<file path="src/rtl/cmd_rx_pkg.sv">
package cmd_rx_pkg;
    typedef enum logic [1:0] {
        ST_HUNT = 2'd0,
        ST_SOF  = 2'd1,
        ST_GAP  = 2'd2,
        ST_CHAR = 2'd3
    } rx_state_t;
endpackage

</file>
<file path="src/rtl/rx_shift10.sv">
module rx_shift10 #(
    parameter int W = 10
) (
    input  logic         clk,
    input  logic         rst,
    input  logic         clr,
    input  logic         shift,
    input  logic         din,
    output logic [W-1:0] q
);
    // new bits enter at the top so the first bit ends at position 0
    always_ff @(posedge clk) begin
        if (rst || clr)
            q <= '0;
        else if (shift)
            q <= {din, q[W-1:1]};
    end
endmodule

</file>
<file path="src/rtl/rx_byte_ctr.sv">
module rx_byte_ctr #(
    parameter int CW = 7
) (
    input  logic          clk,
    input  logic          rst,
    input  logic          clr,
    input  logic          inc,
    output logic [CW-1:0] cnt
);
    always_ff @(posedge clk) begin
        if (rst || clr)
            cnt <= '0;
        else if (inc)
            cnt <= cnt + 1'b1;
    end
endmodule

</file>
<file path="src/rtl/cmd_rx.sv">
module cmd_rx
    import cmd_rx_pkg::*;
#(
    parameter int MAX_BYTES = 64,
    parameter int SOF_MIN   = 10,
    parameter int SOF_MAX   = 12,
    parameter int GAP_MAX   = 25,
    parameter int SPB       = 4,
    parameter int SMP_AT    = 2,
    parameter int CHW       = 10,
    localparam int AW = $clog2(MAX_BYTES),
    localparam int CW = $clog2(MAX_BYTES + 1)
) (
    input  logic          clk,
    input  logic          rst,
    input  logic          smp_vld,
    input  logic          smp_bit,
    output logic          wr_en,
    output logic [AW-1:0] wr_addr,
    output logic [7:0]    wr_data,
    output logic          frame_done,
    output logic [CW-1:0] frame_len,
    output logic          rx_err,
    output logic          in_frame
);
    localparam int PW = $clog2(GAP_MAX + SPB + 2);
    localparam int BW = $clog2(((SOF_MAX > CHW) ? SOF_MAX : CHW) + 2);

    localparam logic [PW-1:0] SPB_C    = PW'(SPB);
    localparam logic [PW-1:0] SMP_C    = PW'(SMP_AT);
    localparam logic [PW-1:0] GAP_C    = PW'(GAP_MAX);
    localparam logic [BW-1:0] SOFMIN_C = BW'(SOF_MIN);
    localparam logic [BW-1:0] SOFMAX_C = BW'(SOF_MAX);
    localparam logic [BW-1:0] LAST_C   = BW'(CHW - 1);
    localparam logic [CW-1:0] MAX_C    = CW'(MAX_BYTES);

    rx_state_t st, st_n;
    logic [PW-1:0] pos, pos_n, pinc;
    logic [BW-1:0] bc, bc_n;
    logic [CHW-1:0] sh_q, shv;
    logic [CW-1:0] cnt;
    logic sh_clr, sh_en, cnt_clr, cnt_inc;
    logic wr_n, done_n, err_n;

    rx_shift10 #(.W(CHW)) u_shift (
        .clk(clk), .rst(rst), .clr(sh_clr), .shift(sh_en),
        .din(smp_bit), .q(sh_q)
    );

    rx_byte_ctr #(.CW(CW)) u_cnt (
        .clk(clk), .rst(rst), .clr(cnt_clr), .inc(cnt_inc), .cnt(cnt)
    );

    // character value including the bit sampled this cycle
    assign shv  = {smp_bit, sh_q[CHW-1:1]};
    assign pinc = pos + 1'b1;

    always_comb begin
        st_n    = st;
        pos_n   = pos;
        bc_n    = bc;
        sh_clr  = 1'b0;
        sh_en   = 1'b0;
        cnt_clr = 1'b0;
        cnt_inc = 1'b0;
        wr_n    = 1'b0;
        done_n  = 1'b0;
        err_n   = 1'b0;
        if (smp_vld) begin
            unique case (st)
                ST_HUNT: begin
                    if (!smp_bit) begin
                        st_n  = ST_SOF;
                        pos_n = '0;
                        bc_n  = '0;
                    end
                end
                ST_SOF: begin
                    pos_n = (pinc >= SPB_C) ? '0 : pinc;
                    if (pinc == SMP_C) begin
                        if (!smp_bit) begin
                            bc_n = bc + 1'b1;
                        end else if (bc >= SOFMIN_C) begin
                            st_n    = ST_GAP;
                            pos_n   = '0;
                            cnt_clr = 1'b1;
                        end else begin
                            st_n = ST_HUNT;
                        end
                    end
                    if (bc_n > SOFMAX_C)
                        st_n = ST_HUNT;
                end
                ST_GAP: begin
                    if (smp_bit) begin
                        pos_n = pinc;
                        if (pinc > GAP_C) begin
                            st_n  = ST_HUNT;
                            err_n = 1'b1;
                        end
                    end else begin
                        st_n   = ST_CHAR;
                        pos_n  = '0;
                        bc_n   = '0;
                        sh_clr = 1'b1;
                    end
                end
                ST_CHAR: begin
                    pos_n = (pinc >= SPB_C) ? '0 : pinc;
                    if (pinc == SMP_C) begin
                        sh_en = 1'b1;
                        bc_n  = bc + 1'b1;
                        if (bc == LAST_C) begin
                            if (shv[CHW-1] && !shv[0]) begin
                                wr_n    = 1'b1;
                                cnt_inc = 1'b1;
                                if (cnt + 1'b1 >= MAX_C) begin
                                    st_n  = ST_HUNT;
                                    err_n = 1'b1;
                                end else begin
                                    st_n  = ST_GAP;
                                    pos_n = '0;
                                end
                            end else if (shv == '0) begin
                                st_n   = ST_HUNT;
                                done_n = (cnt != '0);
                            end else begin
                                st_n  = ST_HUNT;
                                err_n = 1'b1;
                            end
                        end
                    end
                end
                default: st_n = ST_HUNT;
            endcase
        end
    end

    // state register
    always_ff @(posedge clk) begin
        if (rst) begin
            st  <= ST_HUNT;
            pos <= '0;
            bc  <= '0;
        end else begin
            st  <= st_n;
            pos <= pos_n;
            bc  <= bc_n;
        end
    end

    // output register
    always_ff @(posedge clk) begin
        if (rst) begin
            wr_en      <= 1'b0;
            wr_addr    <= '0;
            wr_data    <= '0;
            frame_done <= 1'b0;
            frame_len  <= '0;
            rx_err     <= 1'b0;
        end else begin
            wr_en      <= wr_n;
            frame_done <= done_n;
            rx_err     <= err_n;
            if (wr_n) begin
                wr_addr <= cnt[AW-1:0];
                wr_data <= shv[8:1];
            end
            if (done_n)
                frame_len <= cnt;
        end
    end

    assign in_frame = (st == ST_GAP) || (st == ST_CHAR);
endmodule

</file>
<file path="config.mk">
export PLATFORM = sky130hd
export DESIGN_NAME = cmd_rx
export DESIGN_NICKNAME = d
export VERILOG_FILES = /design/src/rtl/cmd_rx_pkg.sv /design/src/rtl/rx_shift10.sv /design/src/rtl/rx_byte_ctr.sv /design/src/rtl/cmd_rx.sv
export SDC_FILE = /design/constraint.sdc
export NUM_CORES = 1
export LEC_CHECK = 0
export ABC_CLOCK_PERIOD_IN_PS = 3120
export CAP_MARGIN = 30
export CORE_MARGIN = 4
export CORE_UTILIZATION = 55
export DETAILED_ROUTE_END_ITERATION = 7
export PLACE_DENSITY_LB_ADDON = 0.15
export SYNTH_ARGS = -nofsm -noshare
export SYNTH_HDL_FRONTEND = slang
export SYNTH_SLANG_ARGS = --single-unit
export TNS_END_PERCENT = 5
</file>
<file path="constraint.sdc">
create_clock -name clk -period 3.12 [get_ports clk]
set_input_delay 0.624 -clock clk [delete_from_list [all_inputs] [get_ports clk]]
set_output_delay 0.624 -clock clk [all_outputs]
set_load 0.01 [all_outputs]
</file>
-- Yosys cells after proc, flatten, opt, wreduce, memory -nomap -nowiden
Index checks and enable logic that the tools add are counted.
W data, S select, Z words.
- register bits after elaboration: 52
- output and inout port bits: 25
- logic and storage cells: 105
- add/subtract/negate cells: 3
- $lt $le $gt $ge: 5
- equality and inequality tests: 12
- muxes and demuxes: 60
- bitwise gates (word level): 1
- reduce and logical (&&, ||, !) cells: 13
- operator list (kind ; number):
    $mux W5 ; 10
    $mux W1 ; 29
    $mux W4 ; 6
    $mux W2 ; 11
    $pmux W5 S4 ; 1
    $pmux W4 S3 ; 1
    $logic_not A10 Y1 ; 1
    $ne A3 B3 Y1 const B ; 3
    $ne A2 B2 Y1 const B ; 4
    $pmux W2 S4 ; 1
    $add A7 B1 Y7 const B ; 1
    $ge A7 B7 Y1 const B ; 1
    $reduce_and A7 Y1 ; 1
    $reduce_bool A7 Y1 ; 1
    $add A5 B1 Y5 const B ; 1
    $eq A5 B2 Y1 const B ; 1
    $ge A5 B3 Y1 const B ; 1
    $gt A5 B5 Y1 const B ; 1
    $add A4 B1 Y4 const B ; 1
    $eq A2 B2 Y1 const B ; 2
    $eq A4 B4 Y1 const B ; 1
    $ge A4 B4 Y1 const B ; 1
    $gt A4 B4 Y1 const B ; 1
    $reduce_or A2 Y1 ; 2
    9 further kinds ; 11

-- Logic depth before layout (Yosys ltp)
- word-level depth: 8
- depth in mapped cells: 9
- depth with buffers taken out: 9

-- Cells and area by module
From an unflattened synthesis, not the netlist that was laid out.
- cells, all modules: 309
- area total of the unflattened synthesis: 2617.5 um^2
- modules (own cells, without submodules) (module ; instances ; cells an instance ; area an instance (um^2) ; seq. area each (um^2)):
    cmd_rx ; 1 ; 243 ; 1951.9 ; 700.7
    rx_shift10 ; 1 ; 33 ; 362.8 ; 200.2
    rx_byte_ctr ; 1 ; 33 ; 302.8 ; 140.1

-- Worst setup path after synthesis
Ideal clock, no wire load.
- path type: register to register
- start point: register pos[0]
- end point: register u_cnt.cnt[6]
- arrival time: 2201 ps
- required time: 3050 ps
- setup slack: 850 ps
- stages on the path, launching flop included: 9
- cells stage by stage: dfxtp_1 ha_1 nand2_1 a21oi_4 o2111ai_4 or3_1 buf_2 or3_1 a21oi_1
- cells in the longest elaborated chain, start to end: 6
- elaborated cells on any way between the ends: 9
- classes of those cells: add/sub (1); eq/ne (1); mux (6); reduce/logical (1)
- RTL lines (what ; line ; source):
    start, declared ; cmd_rx.sv:38 ; logic [PW-1:0] pos, pos_n, pinc;
    start signal, assigned ; cmd_rx.sv:147 ; pos <= pos_n;
    $add A5 B1 Y5 * ; cmd_rx.sv:56 ; assign pinc = pos + 1'b1;
    $eq A5 B2 Y1 * ; cmd_rx.sv:80, cmd_rx.sv:110 ;
    $mux W1 ; cmd_rx.sv:80 ; if (pinc == SMP_C) begin
    $mux W1 ; cmd_rx.sv:70 ; unique case (st)
    $mux W1 ; cmd_rx.sv:69 ; if (smp_vld) begin
    $logic_or A1 B1 Y1 ; rx_byte_ctr.sv:11 ; if (rst || clr)
    end signal, assigned ; rx_byte_ctr.sv:14 ; cnt <= cnt + 1'b1;
    end, declared ; rx_byte_ctr.sv:8 ; output logic [CW-1:0] cnt
Mark *: on every way between the ends. The rest lies on a longest branch, timed or not.
A chain may end at the register's enable or synchronous reset.

-- Worst setup path in the final report
- start point: register pos[0]
- end point: register bc[3]
- cells in the longest elaborated chain, start to end: 6
- elaborated cells on any way between the ends: 8
- classes of those cells: add/sub (1); eq/ne (2); mux (4); reduce/logical (1)
- RTL lines (what ; line ; source):
    $add A5 B1 Y5 * ; cmd_rx.sv:56 ;
    $eq A5 B2 Y1 * ; cmd_rx.sv:80, cmd_rx.sv:110 ;
    $mux W4 ; cmd_rx.sv:80 ;
    $mux W4 ; cmd_rx.sv:70 ;
    $mux W4 ; cmd_rx.sv:69 ;
    $pmux W4 S3 ; cmd_rx.sv:70 ;
    end signal, assigned ; cmd_rx.sv:148 ; bc <= bc_n;
    end, declared ; cmd_rx.sv:39 ; logic [BW-1:0] bc, bc_n;
Mark *: on every way between the ends. The rest lies on a longest branch, timed or not. The select of a mux whose other input is x is not followed.

==> results list <==
- Outcome: finished clean
* Max Clock Skew: 0.01473 ns
- Initial DRC count: 186
- GPL Wtd Cong: 0.8865
- Of all nets on the critical path, the largest fanout is 9.
- Upper clock frequency limit: 389.4 MHz
- RSZ-0062 raised after global routing: false
* Initial antenna violation count: 0
* Height of the die: 76.39 um
- Post-CTS timing repair inserted 0 buffers for setup.
- Pin slew with the least headroom to its limit: 0.5407 ns
- Yosys reg bits: 51
- Width of the chip: 76.39 um
* Final antenna-violating net count: 0
* Fin nets: 348
* Share of the core filled with cells: 67.74%
- Walking the worst path, the cells encountered are ha_1, nand2_1, a211oi_1, nor3_1, or2_2, or4_1, a21oi_1.
- Total vias in the final route: 2,235
- Wire length of the first global-routing pass: 9784 um
* Library cell with the largest summed area after synthesis: sky130_fd_sc_hd__dfxtp_1
- After detailed routing, the number of vias per cell comes to 5.746.
- The critical path contains buffers and inverters numbering 0 combined.
- Across the run, the number of max-cap violations was 0.
- Nature of the critical path startpoint: flip-flop
- The number of clock buffers added by TritonCTS is 5.
- Via count of the first global-routing pass: 2,095
* Pin count of the biggest net entering global routing: 34
* Max-Slew Margin vs Limit: 63.57%
* Sum Neg Setup Slack: 0 ns
* Maximum number of buffers from clock root to sink: 2
- Leaving out fill and tap cells, the most frequent cells in the layout are 51 x sky130_fd_sc_hd__dfxtp_1, 43 x sky130_fd_sc_hd__nand2_1, 41 x sky130_fd_sc_hd__nor2_1.
- Top cells by area, synth: sky130_fd_sc_hd__dfxtp_1 40%, sky130_fd_sc_hd__nand2_1 6.3%, sky130_fd_sc_hd__mux2i_1 6.2%
- Syn. warnings: 0
* Final design instance area without fill: 3010 um2
- P_sw: 0.0002665 W
* P per Cell Area: 374.1 nW/um2
- The design draws 0.001126 W.
* Fraction of power consumed by sequential logic: 58.1%
* Cell area reported after detailed placement: 2912 um2
- Clock sink count: 51
* Setup violations, final: 0
* Clock latency on the worst-skew pair: 0.31 ns
- Final hold viol count: 0
- For this design, the CTS-stage hold fixing added 0 buffers.
- # rows: 24
* CP Class: reg2reg
- For this run, the leading register cell type out of synthesis is sky130_fd_sc_hd__dfxtp_1.
* Layout cell share with drive strength beyond 1: 7.418%
- Detailed-router iteration count before antenna repair: 5
- The total overflow left after global routing is 0.
* Clock group share of total power: 35.3%
- The library cell used most frequently in the layout, excluding fill and tap cells, is sky130_fd_sc_hd__dfxtp_1.
- WL per Instance: 14.42 um
* Floorplan core area: 4444 um2
- Sum of routed wire length over all layers: 5611 um
- Final hold slack: 0.4588 ns
* Final worst path period share: 82.31%
- The count of pins over their slew limit is 0.
- Number of distinct standard cells referenced by the synthesized netlist: 50
* Syn Nets: 322
- The wire-length estimate of the detail-placed layout is 4024 um.
- For this run, design rule violations remaining after detail routing come to 0.
- Leak pwr: 1.081 nW
- Cell family contributing the most delay on the critical path: simple AND/OR/NAND/NOR gates
- The floorplan step defined a die boundary enclosing 5835 um2.
- CTS tree: done
- GRT Util Overall: 20.08%
- Antenna fix cells: 0
* Required time of the critical path: 3.35 ns
* Top cell type's share of synthesized area: 39.69%
- Final critical-path required period: 2.568 ns
- Delay contributed by the slowest stage of the critical path: 0.47 ns
* Cell type of the slowest stage on the worst timing path: sky130_fd_sc_hd__dfxtp_1
* Htree depth: 2
- Mean Syn Cell Area: 8.298 um2
* Combinational fraction of design power: 6.6%
- Internal power of the cells: 0.0008597 W
- Counting flops with a built-in enable in the synthesized netlist gives 0.
- For the worst setup path, the data arrival time is 2.80 ns.
- Fraction of registers with async set/reset: 0%
- For this configuration, the core starts out at a cell density of 57.88%.
- Buffers placed on the I/O ports in this run total 28.
- Resized cells post-CTS: 0
* Synthesized instance count: 310
* Maximum vdd drop: 0.0002412 V
- Summing the sequential cell areas from Yosys gives 39.69% of the chip area.
- Mapped cell area: 2572 um2
* Fraction of power spent switching nets: 23.67%
- CTS placed an instance of sky130_fd_sc_hd__clkbuf_8 at the clock tree root.
* Layout-stage area growth over the synthesis result: 17.02%
- CP Capture Type: flip-flop
- The tightest min-delay check is of the reg2reg type.
* I/O pin total: 29
- Clock-pin slew was measured on the worst setup and hold paths at 0.09 ns.
-- cells by family after synthesis --
group	after synthesis	share of synthesized area, %
mux	16	6.226
xor+xnor	7	2.383
fa+ha+maj	8	3.891
buf+inv	28	4.329
simple gates	126	23.54
compound gates	74	19.94
flops	51	39.69
-- flip-flops by register name (all words and copies together) (netlist names), 2 cells and up --
register	count
frame_len	7
bc	4
wr_data	8
pos	5
u_cnt.cnt	7
wr_addr	6
st	2
u_shift.q	9
-- final timing paths --
kind / start / end / slack, ns / cells after the start
min reg2reg: wr_data[4] / wr_data[4] / 0.46 / 2
max: pos[0] / bc[3] / 0.55 / 7
min: wr_data[4] / wr_data[4] / 0.46 / 2
max reg2reg: pos[0] / bc[3] / 0.55 / 7
-- area by class of cell --
| type | instances | area [um2] |
|---|---|---|
| clock buffers | 6 | 82.58 |
| clock inverters | 2 | 16.27 |
| fillers | 385 | 1434 |
| inverters | 10 | 37.54 |
| multi-input cells | 231 | 1440 |
| flip-flops and latches | 51 | 1021 |
| well taps | 52 | 65.06 |
| repair buffers | 37 | 347.8 |
-- power groups by stage --
stage	registers, W	clock network (W)	logic, W
3_3_place_gp	0.000669	0	0.0000735
2_1_floorplan	0.000670	0	0.0000513
3_5_place_dp	0.000669	0	0.0000736
4_1_cts	0.000654	0.000409	0.0000737
6_report	0.000654	0.000398	0.0000747
5_1_grt	0.000655	0.000441	0.0000830
-- synth_stat cells, drive strengths merged (3+ instances only) --
library cell	count
a22oi	3
nor4	4
nand3	6
nand4b	3
nand4	5
mux2i	16
xnor2	3
nand2b	3
a21oi	32
nand2	43
dfxtp	51
ha	8
and2	6
o21ai	11
clkbuf	15
inv	10
nor2	41
o22ai	3
buf	3
or3	4
o31ai	3
o211ai	3
xor2	4
nor3	3
-- metrics by stage --
stage	instances	setup slack, ns
detailed placement	381	0.4729
global placement	381	0.5328
global route	389	0.3401
floorplan	310	0.8495
finish	389	0.5520
CTS	389	0.5713
-- worst min-delay path: stages (launching register included) --
cell                      delay, ns
sky130_fd_sc_hd__dfxtp_1       0.32
sky130_fd_sc_hd__nand2_1       0.05
sky130_fd_sc_hd__a21oi_1       0.05
-- layer usage --
| metal | part of all wire [%] | routed length [um] | GRT usage (%) | vias up |
|---|---|---|---|---|
| met5 | 0 | 0 | 0 | - |
| met2 | 47 | 2618 | 32.51 | 56 |
| li1 | - | - | - | 1136 |
| met4 | 0.96 | 54 | 5.978 | 0 |
| met3 | 4.4 | 249 | 3.546 | 6 |
| met1 | 48 | 2689 | 27.35 | 1037 |
(Power assumes the default switching activity.)
